$ cat src/rtl/ext_wait_pkg.sv
package ext_wait_pkg;

  localparam int CFG_W      = 32;
  localparam int FIELD_W    = 5;
  localparam int NUM_FIELDS = 5;   // four banks plus boot ROM
  localparam int REGION_W   = 3;
  localparam int CNT_W      = 3;
  localparam int MP_WAIT_BIT = 30;
  localparam logic [CFG_W-1:0] CFG_KEEP_MASK = 32'h61FF_FFFF;

  typedef enum logic [1:0] {
    ACK_ONLY   = 2'b00,
    COUNT_ONLY = 2'b01,
    BOTH_REQ   = 2'b10,
    EITHER_END = 2'b11
  } ackMode_e;

  typedef struct packed {
    ackMode_e         mode;
    logic [CNT_W-1:0] waits;
    logic             hold;
    logic             idle;
  } accessCfg_t;

  typedef struct packed {
    logic latch;
    logic strobeOn;
    logic driveOn;
    logic capture;
  } dpCtrl_t;

  function automatic accessCfg_t decodeField(input logic [FIELD_W-1:0] field);
    accessCfg_t c;
    c.mode = ackMode_e'(field[1:0]);
    c.hold = 1'b0;
    c.idle = 1'b0;
    unique case (field[4:2])
      3'd0: c.waits = 3'd0;
      3'd1, 3'd2, 3'd3: begin c.waits = field[4:2]; c.idle = 1'b1; end
      3'd4, 3'd5:       begin c.waits = field[4:2]; c.hold = 1'b1; end
      3'd6: begin c.waits = 3'd6; c.idle = 1'b1; end
      default: begin c.waits = 3'd0; c.idle = 1'b1; end
    endcase
    return c;
  endfunction

endpackage

$ cat src/rtl/ext_wait_datapath.sv
module ext_wait_datapath
  import ext_wait_pkg::*;
#(
  parameter int ADDR_W = 16,
  parameter int DATA_W = 32,
  parameter logic [CFG_W-1:0] RESET_CFG = 32'h200D_6B5A
) (
  input  logic                clk,
  input  logic                rstN,
  input  logic                cfgLoad,
  input  logic [CFG_W-1:0]    cfgData,
  output logic [CFG_W-1:0]    cfgQ,
  input  logic [REGION_W-1:0] reqRegion,
  input  logic                reqWrite,
  input  logic [ADDR_W-1:0]   reqAddr,
  input  logic [DATA_W-1:0]   reqData,
  input  dpCtrl_t             ctrl,
  output accessCfg_t          accQ,
  input  logic [DATA_W-1:0]   busDataIn,
  output logic [ADDR_W-1:0]   busAddr,
  output logic [DATA_W-1:0]   busDataOut,
  output logic                busDataOe,
  output logic                strobeRd,
  output logic                strobeWr,
  output logic [DATA_W-1:0]   rdData
);

  logic [CFG_W-1:0] cfgReg;
  accessCfg_t       fieldCfg [NUM_FIELDS];
  accessCfg_t       mpCfg;
  accessCfg_t       selCfg;
  logic             wrQ;

  always_ff @(posedge clk) begin
    if (!rstN)        cfgReg <= RESET_CFG & CFG_KEEP_MASK;
    else if (cfgLoad) cfgReg <= cfgData & CFG_KEEP_MASK;
  end
  assign cfgQ = cfgReg;

  for (genvar g = 0; g < NUM_FIELDS; g++) begin : g_field
    assign fieldCfg[g] = decodeField(cfgReg[FIELD_W*g +: FIELD_W]);
  end

  always_comb begin
    mpCfg.mode  = COUNT_ONLY;
    mpCfg.waits = {{(CNT_W-1){1'b0}}, cfgReg[MP_WAIT_BIT]};
    mpCfg.hold  = 1'b0;
    mpCfg.idle  = 1'b0;
  end

  always_comb begin
    selCfg = mpCfg;
    for (int i = 0; i < NUM_FIELDS; i++) begin
      if (reqRegion == REGION_W'(i)) selCfg = fieldCfg[i];
    end
  end

  always_ff @(posedge clk) begin
    if (!rstN) begin
      accQ       <= '0;
      wrQ        <= 1'b0;
      busAddr    <= '0;
      busDataOut <= '0;
      rdData     <= '0;
    end else begin
      if (ctrl.latch) begin
        accQ       <= selCfg;
        wrQ        <= reqWrite;
        busAddr    <= reqAddr;
        busDataOut <= reqData;
      end
      if (ctrl.capture && !wrQ) rdData <= busDataIn;
    end
  end

  assign busDataOe = ctrl.driveOn & wrQ;
  assign strobeWr  = ctrl.strobeOn & wrQ;
  assign strobeRd  = ctrl.strobeOn & ~wrQ;

endmodule

$ cat src/rtl/ext_wait_fsm.sv
module ext_wait_fsm
  import ext_wait_pkg::*;
(
  input  logic       clk,
  input  logic       rstN,
  input  logic       reqValid,
  input  logic       ack,
  input  accessCfg_t accQ,
  output dpCtrl_t    ctrl,
  output logic       reqReady,
  output logic       done
);

  typedef enum logic [1:0] {S_IDLE, S_STROBE, S_HOLD, S_GAP} state_e;

  localparam logic [CNT_W-1:0] CNT_MAX = '1;

  state_e           state, nextState;
  logic [CNT_W-1:0] cnt;
  logic             countDone;
  logic             endNow;

  assign countDone = (cnt >= accQ.waits);

  always_comb begin
    ctrl      = '0;
    nextState = state;
    endNow    = 1'b0;
    unique case (state)
      S_IDLE: begin
        if (reqValid) begin
          ctrl.latch = 1'b1;
          nextState  = S_STROBE;
        end
      end
      S_STROBE: begin
        ctrl.strobeOn = 1'b1;
        ctrl.driveOn  = 1'b1;
        unique case (accQ.mode)
          ACK_ONLY:   endNow = ack;
          COUNT_ONLY: endNow = countDone;
          BOTH_REQ:   endNow = countDone && ack;
          default:    endNow = countDone || ack;
        endcase
        if (endNow) begin
          ctrl.capture = 1'b1;
          if (accQ.hold)      nextState = S_HOLD;
          else if (accQ.idle) nextState = S_GAP;
          else                nextState = S_IDLE;
        end
      end
      S_HOLD: begin
        ctrl.driveOn = 1'b1;
        nextState    = accQ.idle ? S_GAP : S_IDLE;
      end
      default: nextState = S_IDLE;
    endcase
  end

  always_ff @(posedge clk) begin
    if (!rstN) begin
      state <= S_IDLE;
      cnt   <= '0;
      done  <= 1'b0;
    end else begin
      state <= nextState;
      done  <= endNow;
      if (ctrl.latch)
        cnt <= '0;
      else if (state == S_STROBE && !endNow && cnt != CNT_MAX)
        cnt <= cnt + 1'b1;
    end
  end

  assign reqReady = (state == S_IDLE);

endmodule

$ cat src/rtl/ext_wait_ctrl.sv
module ext_wait_ctrl
  import ext_wait_pkg::*;
#(
  parameter int ADDR_W = 16,
  parameter int DATA_W = 32,
  parameter logic [31:0] RESET_CFG = 32'h200D_6B5A
) (
  input  logic              clk,
  input  logic              rstN,
  input  logic              cfgLoad,
  input  logic [31:0]       cfgData,
  output logic [31:0]       cfgQ,
  input  logic              reqValid,
  input  logic [2:0]        reqRegion,
  input  logic              reqWrite,
  input  logic [ADDR_W-1:0] reqAddr,
  input  logic [DATA_W-1:0] reqData,
  output logic              reqReady,
  output logic              done,
  output logic [DATA_W-1:0] rdData,
  input  logic              ack,
  output logic [ADDR_W-1:0] busAddr,
  output logic [DATA_W-1:0] busDataOut,
  output logic              busDataOe,
  input  logic [DATA_W-1:0] busDataIn,
  output logic              strobeRd,
  output logic              strobeWr
);

  dpCtrl_t    ctrl;
  accessCfg_t accQ;

  ext_wait_fsm u_fsm (
    .clk      (clk),
    .rstN     (rstN),
    .reqValid (reqValid),
    .ack      (ack),
    .accQ     (accQ),
    .ctrl     (ctrl),
    .reqReady (reqReady),
    .done     (done)
  );

  ext_wait_datapath #(
    .ADDR_W    (ADDR_W),
    .DATA_W    (DATA_W),
    .RESET_CFG (RESET_CFG)
  ) u_dp (
    .clk        (clk),
    .rstN       (rstN),
    .cfgLoad    (cfgLoad),
    .cfgData    (cfgData),
    .cfgQ       (cfgQ),
    .reqRegion  (reqRegion),
    .reqWrite   (reqWrite),
    .reqAddr    (reqAddr),
    .reqData    (reqData),
    .ctrl       (ctrl),
    .accQ       (accQ),
    .busDataIn  (busDataIn),
    .busAddr    (busAddr),
    .busDataOut (busDataOut),
    .busDataOe  (busDataOe),
    .strobeRd   (strobeRd),
    .strobeWr   (strobeWr),
    .rdData     (rdData)
  );

endmodule

$ cat config.mk
export PLATFORM = sky130hd
export DESIGN_NAME = ext_wait_ctrl
export DESIGN_NICKNAME = d
export VERILOG_FILES = /design/src/rtl/ext_wait_pkg.sv /design/src/rtl/ext_wait_datapath.sv /design/src/rtl/ext_wait_fsm.sv /design/src/rtl/ext_wait_ctrl.sv
export SDC_FILE = /design/constraint.sdc
export NUM_CORES = 1
export LEC_CHECK = 0
export BUFFER_PORTS_ARGS = -buffer_cell sky130_fd_sc_hd__buf_2
export CAP_MARGIN = 20
export CORE_MARGIN = 2
export CORE_UTILIZATION = 48
export DETAILED_ROUTE_END_ITERATION = 12
export PLACE_DENSITY = 0.83
export SYNTH_ARGS = -nofsm -noshare
export SYNTH_HDL_FRONTEND = slang
export SYNTH_SLANG_ARGS = --single-unit
$ cat constraint.sdc
create_clock -name clk -period 3.9 [get_ports clk]
set_input_delay 0.78 -clock clk [delete_from_list [all_inputs] [get_ports clk]]
set_output_delay 0.78 -clock clk [all_outputs]
set_load 0.005 [all_outputs]
==> results of run 1 <==
## through the flow
step            util  setup slack (ns)  std cells  instance area (sq um)  power (W)
2_1_floorplan      -              2.01        607                   5290    0.00206
3_3_place_gp   0.593              1.59        931                   6400    0.00234
3_5_place_dp   0.593              1.56        931                   6400    0.00236
4_1_cts        0.643              1.50        960                   6940    0.00376
5_1_grt        0.643              1.42        960                   6940    0.00392
6_report       0.643              1.53        960                   6940    0.00371
## metal layers
metal | wire (um) | GRT usage | part of all wire | vias up
li1 | - | - | - | 2414
met1 | 5380 | 0.247 | 0.43 | 2072
met2 | 5570 | 0.328 | 0.45 | 181
met3 | 1230 | 0.0909 | 0.099 | 18
met4 | 199 | 0.0824 | 0.016 | 0
met5 | 0 | 0 | 0 | -
## synth_stat cells, types with 2 or more instances
cell      number
ha_1           9
inv_1         15
and2_1         4
nor2_1         6
clkbuf_1      29
nor3b_1        3
buf_4          5
nand3b_1       4
nor2b_1       17
mux2i_1       57
o211ai_2       2
o21bai_1       2
buf_2          8
o211ai_1       6
mux4_2         2
a211oi_1       3
a31oi_1        5
o21ai_0        9
a221oi_1       2
dfxtp_1      121
a21boi_0      50
nand2b_1       3
nand2_1      204
buf_8          3
a32oi_1        2
a21oi_1        9
nand3_1        3
## worst max-delay path by stage
| stage | start | to | slack, ns | depth (start not counted) |
|---|---|---|---|---|
| 6_report | u_fsm.state[1]$_SDFFE_PN0P_ | strobeRd | 1.53 | 5 |
| 2_1_floorplan | reqRegion[0] | u_dp.accQ[6]$_SDFFE_PN0P_ | 2.01 | 4 |
| 5_1_grt | u_fsm.state[1]$_SDFFE_PN0P_ | strobeRd | 1.42 | 5 |
| 3_5_place_dp | reqValid | u_dp.accQ[4]$_SDFFE_PN0P_ | 1.56 | 5 |
| 3_3_place_gp | reqValid | u_dp.accQ[4]$_SDFFE_PN0P_ | 1.59 | 5 |
| 4_1_cts | u_fsm.state[1]$_SDFFE_PN0P_ | strobeRd | 1.50 | 5 |
## flip-flops by register name, indices dropped and copies added (netlist names)
signal / count
u_dp.cfgQ: 27
u_fsm.state: 2
u_dp.wrQ: 1
u_dp.rdData: 32
u_dp.accQ: 7
u_dp.busDataOut: 32
u_fsm.cnt: 3
u_fsm.done: 1
u_dp.busAddr: 16
## worst max-delay path, delay by kind of cell, from the launching register on
kind | cells | cell delay (ns)
buf+inv | 3 | 0.40
simple gates | 1 | 0.06
flops | 1 | 0.38
fa+ha+maj | 1 | 0.23
## final cells by class
type,count,area share
clock buffer,27,0.0752
tap,140,0.0253
inverter,15,0.00812
timing repair buffer,230,0.169
multi-input combinational,425,0.372
clock inverter,2,0.00144
sequential,121,0.349
## power breakdown
group | switching (W) | total [W] | internal (W) | leakage [nW]
sequential | 0.0000996 | 0.00151 | 0.00141 | 0.992
combinational | 0.000459 | 0.000819 | 0.000361 | 2.01
clock | 0.000494 | 0.00138 | 0.000885 | 0.266
## kinds of logic after synthesis
logic type / share of synthesized area
and+or+nand+nor: 0.204
DFF: 0.459
AOI/OAI and AO/OA: 0.143
buffers and inverters: 0.0553
muxes: 0.117
adders and majority gates: 0.0214
other: 0.000711
==> flow_summary.toml, run 1 <==
[timing]
fin_tns_setup_ns = 0
whs_ns = 0.450
worst_pin_slew_ns = 0.998
fin_crit_sh = 0.608
rsz0062_at_grt = "no"
period_needed_ns = 2.37
hold_viol_final = 0
final-max-slew-violation-count = 0
setup_violations = 0
slew-limit-headroom = 0.332
fmax_mhz = 422
skew_ns = 0.00362

[pwr]
powerDensity_nw_per_um2 = 534
cellLeakagePower_nw = 3.27
vdd_drop_max_v = 0.000411

[routing]
drc = 0
num_vias = 4685
vias_per_cell = 4.88
ant_nets = 0
drt_iter0_drc = 234
first_pass_iters = 4
wl_um = 12400
wl_per_cell_um = 12.9

[clock_network]
post_cts_resized = 0
cts_tree = "done"
cts_hold_buf = 0
cts_setup_buffers = 0
cts_root_buf = "clkbuf_8"
clk_pin_slew_ns = 0.05
h-tree-depth = 4
cts-buffers-inserted = 17
cts_max_path_buffers = 2
cts_num_sinks = 121
clk_latency_ns = 0.51

[cells_and_area]
fill_cells = 922
regArea_sq_um = 2420
diodes = 0
layout-drive-gt1-share = 0.327
synthToLayoutAreaGrowth_pct = 31.6
multi_input_area_sq_um = 2580
final_common_cell = "buf_2"
fin_nets = 940
layout_common_cells = "buf_2, nand2_1, dfxtp_1"

[die]
initial_utilization = 0.489
die_h_um = 109
row_count = 38
die_area_sq_um = 11800
design.core.area_sq_um = 10800
ios = 238
fp.dieW_um = 109

[run_status]
run_status = "completed"

[run]
cap_violations = 0

[synthesis]
synth_top_area_share = 0.459
yosys.area.top_type = "dfxtp_1"
async_flop_share = 0
yosysSeqAreaShare = 0.459
synth_edf_count = 0
ys_types = 47
ys_warn_count = 0
syn_inst = 603
synth_area_leaders = "dfxtp_1, nand2_1, mux2i_1"
yosys_register_bits = 121
synthFlopType = "dfxtp_1"
synth_area_per_cell_sq_um = 8.74
mappedNetlistArea_sq_um = 5270

[setup_path]
critPathRequiredTime_ns = 3.12
critPathKind = "reg -> out"
crit_chain = "inv_1, ha_1, inv_1, nor2_1, buf_2"
slowest_stage = "dfxtp_1"
timing.rr.end = "u_dp.accQ[4]$_SDFFE_PN0P_"
critPathLaunchType = "flop"
reg2reg_depth = 6
crit_path_frequent_cell = "inv_1"
worstPathArrival_ns = 1.59
r2r_start = "u_fsm.state[0]$_SDFFE_PN0P_"
setup.worst_path.end_class = "output pin"
cp_max_fo = 5
r2r_slack_ns = 1.74
slowest_delay_ns = 0.38

[global_route]
grt_pass1_wl_um = 19200
grtUsageTotal = 0.207
antenna_found_initial = 0
grt_max_degree = 83
grt-ovfl-total = 0
first_global_vias = 4229

[placed_design]
port_buffers = 227
dp_hpwl_um = 8530
place.gp.congestion = 0.814

[hold_path]
min_path_cells = 2
hold_path_startpoint = "u_dp.rdData[23]$_SDFFE_PN0P_"
hp-class = "reg -> reg"
worstHoldEndpoint = "u_dp.rdData[23]$_SDFFE_PN0P_"
Note: power is estimated with default switching activity, not from simulation.
==> run 2, diff against run 1 <==
Settings changed: CORE_UTILIZATION 48 to 43, PLACE_DENSITY 0.83 to 0.79.
Clock period 3.9 ns to 2.15 ns, I/O delays scaled along.
==> flow_summary.toml, run 2 (same netlist as run 1, synthesis figures left out) <==
[setup_path]
slowest_delay_ns = 0.37
worstPathArrival_ns = 1.48
crit_chain = "inv_1, ha_1, inv_1, nor2_1, buf_2"
cp_max_fo = 5
critical_path_buf_inv_count = 3
critPathLaunchType = "flop"
slowest_stage = "dfxtp_1"
reg2reg_depth = 7
critPathRequiredTime_ns = 1.72
setup.worst_path.end_class = "output pin"
timing.rr.end = "u_fsm.cnt[1]$_SDFFE_PP0P_"
r2r_slack_ns = 0.28
critPathTopFamily = "buffers and inverters"
crit_path_frequent_cell = "inv_1"
r2r_start = "u_dp.accQ[4]$_SDFFE_PN0P_"
critPathKind = "reg -> out"

[routing]
ant_nets = 0
drc = 0
first_pass_iters = 4
vias_per_cell = 4.85
wl_per_cell_um = 13.1
num_vias = 4707
drt_iter0_drc = 213
wl_um = 12700

[timing]
fmax_mhz = 522
setup_violations = 0
fin_tns_setup_ns = 0
rsz0062_at_grt = "no"
fin_crit_sh = 0.890
skew_ns = 0.0109
period_needed_ns = 1.91
final-max-slew-violation-count = 0
hold_viol_final = 0

[pwr]
combPwrFrac = 0.228
powerDensity_nw_per_um2 = 980
pwr-share-seq = 0.398
vdd_drop_max_v = 0.000549
switching_share = 0.282
p_clk_frac = 0.374
p_int_w = 0.00494
cellLeakagePower_nw = 3.30
netSwitchingPower_w = 0.00194

[cells_and_area]
layout_common_cells = "buf_2, nand2_1, dfxtp_1"
layout-drive-gt1-share = 0.326
fill_cells = 1094
multi_input_area_sq_um = 2580
regArea_sq_um = 2420
synthToLayoutAreaGrowth_pct = 33.1
fin_nets = 944
design_area_sq_um = 7020
final_common_cell = "buf_2"
diodes = 0

[global_route]
grt_max_degree = 92
antenna_found_initial = 1
grt-ovfl-total = 0
grt_pass1_wl_um = 20400
grtUsageTotal = 0.194
first_global_vias = 4324

[die]
die_area_sq_um = 13200
die_h_um = 115
initial_utilization = 0.439
row_count = 40
design.core.area_sq_um = 12000
fp.dieW_um = 115
ios = 238

[clock_network]
cts_max_path_buffers = 2
cts_num_sinks = 121
clk_pin_slew_ns = 0.05
cts_hold_buf = 0
cts-buffers-inserted = 17
h-tree-depth = 4
cts_setup_buffers = 0
cts_root_buf = "clkbuf_16"
post_cts_resized = 0
cts_tree = "done"
clk_latency_ns = 0.41

[hold_path]
min_path_cells = 3
hold_path_startpoint = "cfgData[6]"
hp-class = "in -> reg"
worstHoldEndpoint = "u_dp.cfgQ[6]$_SDFFE_PN1P_"

[run]
cap_violations = 0

[run_status]
run_status = "completed"

[placed_design]
dp_hpwl_um = 8990
place.gp.congestion = 0.764
place_area_sq_um = 6490
port_buffers = 227
==> run 2: cell type report <==
class                   count  share of cell area
clock inverters             5              0.0107
repair buffers            234               0.179
inverters                  15             0.00802
clock buffers              23              0.0638
multi-input cells         425               0.367
well taps                 147              0.0262
flip-flops and latches    121               0.345
==> run 2: worst min-delay path: cells and delay by family <==
| kind | cells | cell delay [ns] |
|---|---|---|
| buffers and inverters | 1 | 0.07 |
| muxes | 1 | 0.05 |
| and+or+nand+nor | 1 | 0.05 |
==> run 2: metal layers <==
| layer | share of wire | GRT usage | up-vias |
|---|---|---|---|
| li1 | - | - | 2422 |
| met1 | 0.45 | 0.241 | 2106 |
| met2 | 0.46 | 0.305 | 159 |
| met3 | 0.079 | 0.0754 | 18 |
| met4 | 0.017 | 0.0787 | 2 |
| met5 | 0.0013 | 0 | - |
==> run 2: metrics by stage <==
step                      hold slack [ns]  setup slack, ns   util  instances  total power, W
after detailed placement            0.446            0.293  0.541        942         0.00436
after CTS                           0.226            0.209  0.584        970         0.00696
final                               0.242            0.236  0.584        970         0.00687
after global placement              0.439            0.306  0.541        942         0.00434
after global routing                0.239           0.0865  0.584        970         0.00728
after floorplan                     0.438            0.367      -        607         0.00374
==> run 2: power groups by stage <==
stage	clock network, W	registers [W]	logic [W]
3_3_place_gp	0	0.00277	0.00157
6_report	0.00257	0.00274	0.00157
3_5_place_dp	0	0.00278	0.00159
2_1_floorplan	0	0.00279	0.000950
5_1_grt	0.00273	0.00277	0.00177
4_1_cts	0.00263	0.00274	0.00159
==> run 2: how the worst max path moves through the flow <==
stage / start / endpoint / depth (start not counted)
4_1_cts: u_fsm.state[1]$_SDFFE_PN0P_ / strobeRd / 5
5_1_grt: u_dp.accQ[4]$_SDFFE_PN0P_ / u_fsm.cnt[1]$_SDFFE_PP0P_ / 7
6_report: u_fsm.state[1]$_SDFFE_PN0P_ / strobeRd / 5
3_5_place_dp: u_dp.accQ[4]$_SDFFE_PN0P_ / u_fsm.cnt[2]$_SDFFE_PP0P_ / 7
3_3_place_gp: u_dp.accQ[4]$_SDFFE_PN0P_ / u_fsm.cnt[1]$_SDFFE_PP0P_ / 7
2_1_floorplan: u_fsm.cnt[0]$_SDFFE_PP0P_ / u_dp.rdData[0]$_SDFFE_PN0P_ / 8
